`src/rtl/sram_ctl_pkg.sv`:
```
package sram_ctl_pkg;

    typedef enum logic [2:0] {
        ST_IDLE,
        ST_WSETUP,
        ST_WPULSE,
        ST_WRECOV,
        ST_RACCESS,
        ST_DONE
    } seq_state_t;

    typedef struct packed {
        logic ce_n;
        logic ce;
        logic we_n;
        logic oe_n;
        logic dq_oe;
        logic ack;
    } strobe_t;

    localparam strobe_t STROBE_IDLE = '{ce_n: 1'b1, ce: 1'b0, we_n: 1'b1,
                                        oe_n: 1'b1, dq_oe: 1'b0, ack: 1'b0};

    function automatic int ns_to_cyc(input int ns, input int clk_ns);
        int c;
        c = (ns + clk_ns - 1) / clk_ns;
        return (c < 1) ? 1 : c;
    endfunction

    function automatic int max2(input int a, input int b);
        return (a > b) ? a : b;
    endfunction

endpackage

```
`src/rtl/sram_phase_timer.sv`:
```
module sram_phase_timer #(
    parameter int CNT_W = 6
) (
    input  logic             clk,
    input  logic             rst,
    input  logic             load,
    input  logic [CNT_W-1:0] load_val,
    output logic             done
);
    logic [CNT_W-1:0] cnt;

    always_ff @(posedge clk) begin
        if (rst)
            cnt <= '0;
        else if (load)
            cnt <= load_val;
        else if (cnt != '0)
            cnt <= cnt - 1'b1;
    end

    assign done = (cnt == '0);
endmodule

```
`src/rtl/sram_seq.sv`:
```
module sram_seq
    import sram_ctl_pkg::*;
#(
    parameter int SETUP_CYC = 10,
    parameter int PULSE_CYC = 15,
    parameter int RECOV_CYC = 25,
    parameter int ACC_CYC   = 50,
    parameter int CNT_W     = 6
) (
    input  logic             clk,
    input  logic             rst,
    input  logic             req,
    input  logic             req_we,
    input  logic             timer_done,
    output logic             timer_load,
    output logic [CNT_W-1:0] timer_val,
    output logic             accept,
    output logic             capture,
    output strobe_t          strb
);
    localparam logic [CNT_W-1:0] SETUP_LD = CNT_W'(SETUP_CYC - 1);
    localparam logic [CNT_W-1:0] PULSE_LD = CNT_W'(PULSE_CYC - 1);
    localparam logic [CNT_W-1:0] RECOV_LD = CNT_W'(RECOV_CYC - 1);
    localparam logic [CNT_W-1:0] ACC_LD   = CNT_W'(ACC_CYC - 1);

    seq_state_t st, st_nx;

    always_ff @(posedge clk) begin
        if (rst) st <= ST_IDLE;
        else     st <= st_nx;
    end

    always_comb begin
        st_nx      = st;
        timer_load = 1'b0;
        timer_val  = '0;
        accept     = 1'b0;
        capture    = 1'b0;
        unique case (st)
            ST_IDLE: if (req) begin
                accept     = 1'b1;
                timer_load = 1'b1;
                if (req_we) begin
                    st_nx     = ST_WSETUP;
                    timer_val = SETUP_LD;
                end else begin
                    st_nx     = ST_RACCESS;
                    timer_val = ACC_LD;
                end
            end
            ST_WSETUP: if (timer_done) begin
                st_nx      = ST_WPULSE;
                timer_load = 1'b1;
                timer_val  = PULSE_LD;
            end
            ST_WPULSE: if (timer_done) begin
                st_nx      = ST_WRECOV;
                timer_load = 1'b1;
                timer_val  = RECOV_LD;
            end
            ST_WRECOV: if (timer_done) st_nx = ST_DONE;
            ST_RACCESS: if (timer_done) begin
                st_nx   = ST_DONE;
                capture = 1'b1;
            end
            ST_DONE: st_nx = ST_IDLE;
            default: st_nx = ST_IDLE;
        endcase
    end

    always_comb begin
        strb = STROBE_IDLE;
        unique case (st)
            ST_WSETUP:  begin strb.ce_n = 1'b0; strb.ce = 1'b1; end
            ST_WPULSE:  begin strb.ce_n = 1'b0; strb.ce = 1'b1;
                              strb.we_n = 1'b0; strb.dq_oe = 1'b1; end
            ST_WRECOV:  begin strb.ce_n = 1'b0; strb.ce = 1'b1;
                              strb.dq_oe = 1'b1; end
            ST_RACCESS: begin strb.ce_n = 1'b0; strb.ce = 1'b1;
                              strb.oe_n = 1'b0; end
            ST_DONE:    strb.ack = 1'b1;
            default:    strb = STROBE_IDLE;
        endcase
    end
endmodule

```
`src/rtl/sram_rd_capture.sv`:
```
module sram_rd_capture #(
    parameter int DATA_W = 8
) (
    input  logic              clk,
    input  logic              rst,
    input  logic              en,
    input  logic [DATA_W-1:0] din,
    output logic [DATA_W-1:0] q
);
    always_ff @(posedge clk) begin
        if (rst)     q <= '0;
        else if (en) q <= din;
    end
endmodule

```
`src/rtl/async_sram_ctl.sv`:
```
module async_sram_ctl
    import sram_ctl_pkg::*;
#(
    parameter int ADDR_W    = 13,
    parameter int DATA_W    = 8,
    parameter int CLK_NS    = 10,
    parameter int T_AS_NS   = 100,
    parameter int T_WP_NS   = 150,
    parameter int T_DW_NS   = 100,
    parameter int T_WR_NS   = 50,
    parameter int T_WC_NS   = 500,
    parameter int T_AA_NS   = 500,
    parameter int T_OE_NS   = 200,
    parameter int T_RC_NS   = 500,
    parameter int T_TURN_NS = 40
) (
    input  logic              clk,
    input  logic              rst,
    input  logic              req,
    input  logic              req_we,
    input  logic [ADDR_W-1:0] req_addr,
    input  logic [DATA_W-1:0] req_wdata,
    output logic              ack,
    output logic [DATA_W-1:0] rd_data,
    output logic              mem_ce_n,
    output logic              mem_ce,
    output logic              mem_we_n,
    output logic              mem_oe_n,
    output logic [ADDR_W-1:0] mem_addr,
    output logic [DATA_W-1:0] mem_dout,
    input  logic [DATA_W-1:0] mem_din,
    output logic              mem_dq_oe
);
    localparam int SETUP_CYC = max2(ns_to_cyc(T_AS_NS, CLK_NS), ns_to_cyc(T_TURN_NS, CLK_NS));
    localparam int PULSE_CYC = max2(ns_to_cyc(T_WP_NS, CLK_NS), ns_to_cyc(T_DW_NS, CLK_NS));
    localparam int RECOV_CYC = max2(ns_to_cyc(T_WR_NS, CLK_NS),
                                    ns_to_cyc(T_WC_NS, CLK_NS) - SETUP_CYC - PULSE_CYC);
    localparam int ACC_CYC   = max2(max2(ns_to_cyc(T_AA_NS, CLK_NS), ns_to_cyc(T_OE_NS, CLK_NS)),
                                    ns_to_cyc(T_RC_NS, CLK_NS));
    localparam int MAX_CYC   = max2(max2(SETUP_CYC, PULSE_CYC), max2(RECOV_CYC, ACC_CYC));
    localparam int CNT_W     = $clog2(MAX_CYC + 1);

    logic             timer_load, timer_done, accept, capture;
    logic [CNT_W-1:0] timer_val;
    strobe_t          strb;

    sram_phase_timer #(.CNT_W(CNT_W)) u_timer (
        .clk(clk), .rst(rst), .load(timer_load), .load_val(timer_val), .done(timer_done)
    );

    sram_seq #(
        .SETUP_CYC(SETUP_CYC), .PULSE_CYC(PULSE_CYC), .RECOV_CYC(RECOV_CYC),
        .ACC_CYC(ACC_CYC), .CNT_W(CNT_W)
    ) u_seq (
        .clk(clk), .rst(rst), .req(req), .req_we(req_we), .timer_done(timer_done),
        .timer_load(timer_load), .timer_val(timer_val), .accept(accept),
        .capture(capture), .strb(strb)
    );

    sram_rd_capture #(.DATA_W(DATA_W)) u_cap (
        .clk(clk), .rst(rst), .en(capture), .din(mem_din), .q(rd_data)
    );

    always_ff @(posedge clk) begin
        if (rst) begin
            mem_addr <= '0;
            mem_dout <= '0;
        end else if (accept) begin
            mem_addr <= req_addr;
            mem_dout <= req_wdata;
        end
    end

    assign ack       = strb.ack;
    assign mem_ce_n  = strb.ce_n;
    assign mem_ce    = strb.ce;
    assign mem_we_n  = strb.we_n;
    assign mem_oe_n  = strb.oe_n;
    assign mem_dq_oe = strb.dq_oe;
endmodule

```
`config.mk`:
```
export PLATFORM = sky130hd
export DESIGN_NAME = async_sram_ctl
export DESIGN_NICKNAME = d
export VERILOG_FILES = /design/src/rtl/sram_ctl_pkg.sv /design/src/rtl/sram_phase_timer.sv /design/src/rtl/sram_seq.sv /design/src/rtl/sram_rd_capture.sv /design/src/rtl/async_sram_ctl.sv
export SDC_FILE = /design/constraint.sdc
export NUM_CORES = 1
export LEC_CHECK = 0
export ABC_AREA = 1
export ABC_CLOCK_PERIOD_IN_PS = 1750
export CAP_MARGIN = 20
export CORE_ASPECT_RATIO = 1.75
export CORE_MARGIN = 5
export CORE_UTILIZATION = 40
export DETAILED_ROUTE_END_ITERATION = 10
export GPL_ROUTABILITY_DRIVEN = 0
export PLACE_DENSITY = 0.84
export REMOVE_ABC_BUFFERS = 1
export SLEW_MARGIN = 20
export SYNTH_ARGS = -nofsm -noshare
export SYNTH_HDL_FRONTEND = slang
export SYNTH_SLANG_ARGS = --single-unit
```
`constraint.sdc`:
```
create_clock -name clk -period 1.75 [get_ports clk]
set_input_delay 0.525 -clock clk [delete_from_list [all_inputs] [get_ports clk]]
set_output_delay 0.525 -clock clk [all_outputs]
set_load 0.01 [all_outputs]
```
# Yosys cells after proc, flatten, opt, wreduce, memory -nomap -nowiden
# Index checks and enable logic that the tools add are counted.
# Widths: inputs -> output; s select.
dict set report word_totals {
  input_bits 33
  memories 0
  latch_bits 0
  romBits 0
  out_inout_bits 35
  ram_bits 0
  regBits 38
}
dict set report op_classes {
  reduce_logical 9
  bitwise_logic 0
  div 0
  order_cmp 0
  mul 0
  n_eq_ne 9
  add_sub_neg 1
  n_mux 23
  n_shift 0
}
# op n
set ops {}
lappend ops {{$mux 6} 4}
lappend ops {{$pmux 6 s3} 1}
lappend ops {{$mux 3} 5}
lappend ops {{$pmux 3 s4} 1}
lappend ops {{$mux 1} 8}
lappend ops {{$eq 3x2->1 const B} 2}
lappend ops {{$eq 3x3->1 const B} 2}
lappend ops {{$logic_not 6->1} 1}
lappend ops {{$ne 2x2->1 const B} 3}
lappend ops {{$reduce_bool 6->1} 1}
lappend ops {{$reduce_or 2->1} 3}
lappend ops {{$sub 6x1->6 const B} 1}
lappend ops {{$mux 5} 1}
lappend ops {{$mux 4} 1}
lappend ops {{$reduce_and 4->1} 1}
lappend ops {{$reduce_or 4->1} 1}
lappend ops {{$eq 3x1->1 const B} 1}
lappend ops {{$logic_not 3->1} 1}
lappend ops {{$mux 2} 1}
lappend ops {{$ne 2x1->1 const B} 1}
lappend ops {{$pmux 1 s2} 1}
lappend ops {{$reduce_bool 2->1} 1}

# Logic depth before layout (Yosys ltp)
# Gate-level depths: netlist of run 1.
dict set report logic_depth {
  depth_word 4
  depth_mapped 8
  ltp_nobuf 8
}

# Modules after synthesis
# A second synthesis of run 1 with hierarchy kept.
dict set report hier_totals {
  hier_cells 304
  hier_area_um2 1963.1
}
# mod cells_per_inst area_each_um2 seq_area_each_um2 n_inst
set by_module_without_submodules {}
lappend by_module_without_submodules {async_sram_ctl 134 889.6 420.4 1}
lappend by_module_without_submodules {sram_phase_timer 61 402.9 120.1 1}
lappend by_module_without_submodules {sram_rd_capture 51 341.6 160.2 1}
lappend by_module_without_submodules {sram_seq 58 329.1 60.1 1}

# Least setup slack after synthesis of run 1
# OpenSTA, ideal clock, no wires.
dict set report synth_timing {
  path_kind {register to output}
  startpoint {register u_seq.st[0]}
  endpoint {output mem_ce_n}
  t_required_ps 1225
  slack_ps 374
  stages_incl_launch_ff 5
  n_path_buf 0
  t_arrival_ps 851
  cell_sequence {dfxtp_1 > nor2_2 > nand2_2 > nand3_2 > inv_1}
}
dict set report synth_between {
  elab_chain_len 3
}
# element line_no
set synth_rtl {}
lappend synth_rtl {{start, declared} sram_seq.sv:26} ;# seq_state_t st, st_nx;
lappend synth_rtl {{start signal, assigned} sram_seq.sv:30} ;# else st <= st_nx;
lappend synth_rtl {{$eq 3x1->1 (tied with other cells)} sram_seq.sv:73} ;# unique case (st)
lappend synth_rtl {{$reduce_or 4->1 (no line) *} n/a}
lappend synth_rtl {{$mux 2 *} sram_seq.sv:73}
lappend synth_rtl {{end, declared} async_sram_ctl.sv:25} ;# output logic mem_ce_n,
# Every way passes the cells marked *; elsewhere a longest branch is shown, timed or not.

# Worst setup path in the final report of run 1
dict set report layout_timing {
  startpoint {register u_cap.q[2]}
  endpoint {output rd_data[2]}
}
# element line_no
set layout_lines {}
lappend layout_lines {{start, declared} sram_rd_capture.sv:8} ;# output logic [DATA_W-1:0] q
lappend layout_lines {{start signal, assigned} sram_rd_capture.sv:12} ;# else if (en) q <= din;
lappend layout_lines {{end, declared} async_sram_ctl.sv:24} ;# output logic [DATA_W-1:0] rd_data,
# No word-level cell between the ends.

==> qor.csv, run 1 <==
metric,value,unit
Synth warnings,0,
Final period util,0.972,
PnR Total Power,3.79,mW
final cell count without fillers,350,
die height,95.6,um
Worst R2R Path Depth,7,
Yosys reg bits,38,
tightest hold margin,0.461,ns
Final setup violation count,0,
Power Density,1500,mW/mm2
met3 Resource Use GR,0.0298,
final instance area,0.00254,mm2
most common flop cell mapped by yosys,dfxtp_1,
worst-path cell chain,clkdlybuf4s50_1,
drt wl/cell,12.8,um
most frequent cell after synthesis,nand2_1,
Area contributors post-synth,"dfxtp_1 45%, nand2_1 14%, a21oi_1 7.8%, nor2_1 6.1%, inv_1 3.4%",
share of layout cells above drive strength 1,0.140,
Crit path max-delay family,buffers and inverters,
largest net degree at the start of global routing,29,
"slowest stage cell, crit path",clkdlybuf4s50_1,
sequential fraction of the synthesis area,0.454,
Clock Skews,0.00779,ns
hold path depth,2,
DIE WIDTH,58.9,um
first-pass GRT wire length,6960,um
GR Overflow Total,0,
Setup Crit Path Kind,reg -> out,
fin util,0.617,
Critical Path End Type,output pin,
GRT met1 Usage,0.151,
Sink Count,38,
"Avg Cell Area, Syn",7.51,um2
Setup crit start kind,flip-flop,
RSZ-0062 raised after global routing,false,
final hold violation count,0,
synth-to-layout area growth,51.5,%
Die ar.,0.00563,mm2
CP required,1.22,ns
reg2reg start,u_timer.cnt[0],
Tmin final,1.70,ns
HPWL Detailed,3510,um
pre-CTS WS,-0.0635,ns
setup TNS,0,ns
CP max FO,2,
slew margin rel.,0.761,
hold crit path type,reg -> reg,
GRT Max-Usage Layer,met2,
Detailed Route Iter0 Violations,21,
Initial Utilization,0.407,
hold wc startpoint,mem_addr[0],
Worst-Skew Late Latency,0.28,ns
Cell Rows,31,
Synth top area share,0.454,
Num CTS Buffers,5,
Synth area leader,dfxtp_1,
Root Driver,clkbuf_8,
Total GRT Usage,0.161,
max-slew violation count,0,
# IOs,68,
DR vias/cell,4.93,
WP data arrival,1.18,ns
core area,0.00411,mm2
post-synthesis cell type count,27,
RR Endpoint,u_cap.q[6],
# DRC,0,
Post-Route WL,4480,um
WP buf/inv,1,
Post-DP Area,0.00245,mm2
CTS Buffer Depth,2,
synthesized area,0.00167,mm2
P_leak,1.08,nW
detailed-router iteration count before antenna repair,5,
vias in the first global route,1614,
Post-synth EDFFs,0,
IO buf count,67,
r2r setup slk,0.27,ns
Worst Tran Pin Value,0.358,ns
Hold Crit Endpoint,mem_addr[0],
CP peak stage delay,0.57,ns
f_max,588,MHz
antenna violations before repair,0,
CTS tree,done,
clk slew on worst S/H paths,0.07,ns
Synth async-reset ratio,0,
ANT cells,0,
cells after synthesis,223,
status,finished clean,
nets,336,
via count,1727,
M2 GR Usage,0.318,
max-cap violation count,0,
DRT antenna net count,0,
"top cells by count, synth","62 x nand2_1, 38 x dfxtp_1, 27 x nor2_1, 26 x a21oi_1, 15 x inv_1",
Post-Place Cells,342,
Final WS setup,0.0489,ns
peak supply drop,912,uV
H-tree depth,2,
-- report_power, final --
group | leakage [nW] | switching, mW | internal, mW
sequential | 0.313 | 0.149 | 1.09
clock | 0.0383 | 0.271 | 0.274
combinational | 0.728 | 1.09 | 0.927
total | 1.08 | 1.51 | 2.29
-- cells by family (layout without fill, tap and decap cells) --
kind of cell / Yosys count / count (layout) / synth area share
DFF: 38 / 38 / 0.454
buffers and inverters: 25 / 103 / 0.0785
xor gates and xnor gates: 2 / 2 / 0.0105
adders and majority gates: 2 / 2 / 0.0149
and+or+nand+nor: 116 / 116 / 0.317
AOI/OAI and AO/OA: 40 / 40 / 0.125
-- placed cells by master (no fill, tap or decap), drive strengths merged --
cell type | netlist | final
nand2 | 66 | 66
clkdlybuf4s50 | 0 | 60
dfxtp | 38 | 38
nor2 | 32 | 32
a21oi | 27 | 27
inv | 17 | 17
buf | 5 | 12
o21ai | 11 | 11
nand3 | 11 | 11
clkbuf | 3 | 10
nand4 | 3 | 3
nand3b | 2 | 2
ha | 2 | 2
dlygate4sd2 | 0 | 2
nor3 | 1 | 1
or2 | 1 | 1
o21a | 1 | 1
xnor2 | 1 | 1
xor2 | 1 | 1
o211ai | 1 | 1
clkdlybuf4s15 | 0 | 1
dlymetal6s2s | 0 | 1
-- final cells by class --
type / count / area (um2)
Inverter: 17 / 63.8
Sequential cell: 38 / 769
Timing Repair Buffer: 79 / 771
Tap cell: 49 / 61.3
Fill cell: 377 / 1580
Clock buffer: 7 / 76.3
Multi-Input combinational cell: 160 / 795
-- worst max path at each step --
stage	slack (ns)	cells after the start	end	from
2_1_floorplan	0.005	5	u_timer.cnt[4]	req
3_3_place_gp	-0.006	5	mem_ce_n	u_seq.st[2]
3_5_place_dp	-0.06	5	mem_ce_n	u_seq.st[2]
4_1_cts	-0.006	3	ack	u_seq.st[0]
5_1_grt	0.001	4	mem_ce	u_seq.st[0]
6_report	0.05	1	rd_data[2]	u_cap.q[2]
-- registers in the layout, summed over array words and instances (netlist names) --
register and cells:
mem_addr 13, mem_dout 8, u_cap.q 8, u_timer.cnt 6, u_seq.st 3
-- timing repair --
action,4_1_cts,5_1_grt
hold buffers,0,0
endpoints found under the setup margin,6,5
gates resized for setup,16,6
buffers inserted,1,0
-- layer usage --
layer  up-vias  wire, um
li1        871         -
met1       805      1580
met2        40      2650
met3        11       127
met4         0       128
met5         -         0
(Power assumes the default switching activity.)
==> run 2, diff against run 1 <==
Settings changed: SKIP_LAST_GASP set to 1, SLEW_MARGIN 20 to 5.
==> run 2 against run 1 <==
- flip-flop and latch count unchanged
- sequential power about the same
- wire length about the same
- maximum frequency about the same
- sequential share of layout area is the same
- final cell count unchanged
- register-to-register slack barely moved
- combinational power hardly changed
- critical path type unchanged
- die area is the same
- hold slack about the same
- largest cell class unchanged
==> qor.csv, run 2 (synthesis results as in run 1) <==
metric,value,unit
status,finished clean,
nets,336,
Final period util,0.973,
Root Driver,clkbuf_8,
"slowest stage cell, crit path",clkdlybuf4s50_1,
final hold violation count,0,
Met1 Routed Length,1590,um
IO buf count,67,
Comb power frac,0.530,
Crit path max-delay family,buffers and inverters,
Critical Path End Type,output pin,
Clk network pwr share,0.144,
Worst Tran Pin Value,0.357,ns
met3 wire length,118,um
Largest register FFs,13,
CTS tree,done,
DIE WIDTH,58.9,um
Power Density,1500,mW/mm2
slew margin rel.,0.762,
Num CTS Buffers,5,
Top Registers,"mem_addr x13, mem_dout x8, u_cap.q x8",
drt wl/cell,12.8,um
WP data arrival,1.18,ns
P_leak,1.08,nW
Setup Crit Path Kind,reg -> out,
sw frac,0.397,
largest net degree at the start of global routing,29,
HPWL Detailed,3510,um
CP required,1.22,ns
CP peak stage delay,0.56,ns
Final WS setup,0.0479,ns
WP buf/inv,1,
Final setup violation count,0,
synth-to-layout area growth,51.5,%
DRT antenna net count,0,
Clock Skews,0.00895,ns
Top Metal Used,met4,
internal power,2.29,mW
Total GRT Usage,0.161,
antenna violations before repair,0,
GR Overflow Total,0,
# DRC,0,
sequential power share,0.325,
CTS Buffer Depth,2,
Die ar.,0.00563,mm2
"most common cell after layout, fill and taps aside",nand2_1,
met2 wire len,2650,um
Detailed Route Iter0 Violations,23,
detailed-router iteration count before antenna repair,4,
DR vias/cell,4.92,
vias in the first global route,1622,
NetSw,1.51,mW
RSZ-0062 raised after global routing,false,
f_max,587,MHz
Cell Rows,31,
CP max FO,2,
# IOs,68,
peak supply drop,913,uV
Tmin final,1.70,ns
pre-CTS WS,-0.0635,ns
ANT cells,0,
Worst-Skew Late Latency,0.28,ns
Reg with most FFs,mem_addr,
tightest hold margin,0.462,ns
Initial Utilization,0.407,
Post-Route WL,4490,um
die height,95.6,um
hold_buf cts,0,
worst-path cell chain,clkdlybuf4s50_1,
max-cap violation count,0,
most frequent cells in the layout,"61 x nand2_1, 60 x clkdlybuf4s50_1, 35 x dfxtp_1, 27 x nor2_1, 26 x a21oi_1",
max-slew violation count,0,
first-pass GRT wire length,6960,um
via count,1721,
Sink Count,38,
clk slew on worst S/H paths,0.07,ns
H-tree depth,2,
Setup crit start kind,flip-flop,
hold crit path type,reg -> reg,
core area,0.00411,mm2
share of layout cells above drive strength 1,0.140,
## run 2: cell counts in the layout (fill, tap and decap cells not counted)
No cell type changed its count.
## run 2: timing repair
item,CTS,global route
hold endpoints to repair,0,0
buffers inserted,1,0
endpoints found under the setup margin,6,5
pin swaps,0,0
resized for setup,14,8
## run 2: power groups by stage
| stage | combinational [mW] | sequential (mW) | clock [mW] |
|---|---|---|---|
| final | 2.01 | 1.23 | 0.548 |
| after global routing | 2.22 | 1.27 | 0.588 |
| after CTS | 2.03 | 1.23 | 0.558 |
| after detailed placement | 2.04 | 1.23 | 0 |
| after global placement | 2.01 | 1.22 | 0 |
| after floorplan | 1.14 | 1.27 | 0 |
## run 2: stage by stage
| stage | util | TNS [ns] | area [um2] | power, mW | cells |
|---|---|---|---|---|---|
| floorplan | - | 0 | 1610 | 2.41 | 215 |
| global placement | 0.595 | -0.00647 | 2450 | 3.23 | 342 |
| detailed placement | 0.595 | -0.105 | 2450 | 3.27 | 342 |
| CTS | 0.618 | -0.0306 | 2540 | 3.82 | 350 |
| global route | 0.617 | 0 | 2540 | 4.07 | 350 |
| finish | 0.617 | 0 | 2540 | 3.79 | 350 |
## run 2: worst paths after layout
check                  from          end  slack [ns]  depth (start not counted)
min             mem_dout[0]  mem_dout[0]        0.46                          2
max reg2reg  u_timer.cnt[0]   u_cap.q[6]        0.27                          7
min reg2reg     mem_dout[0]  mem_dout[0]        0.46                          2
max             mem_addr[3]  mem_addr[3]        0.05                          1
## run 2: per-layer routing
metal,vias to the layer above,GRT usage
met5,-,0
met4,0,0.0756
met3,10,0.0298
met2,36,0.322
met1,805,0.147
li1,870,-
## run 2: cell type report
type | instances | area, um2
well taps | 49 | 61.3
multi-input cells | 160 | 795
repair buffers | 79 | 771
fillers | 377 | 1580
flip-flops and latches | 38 | 769
inverters | 17 | 63.8
clock buffers | 7 | 76.3
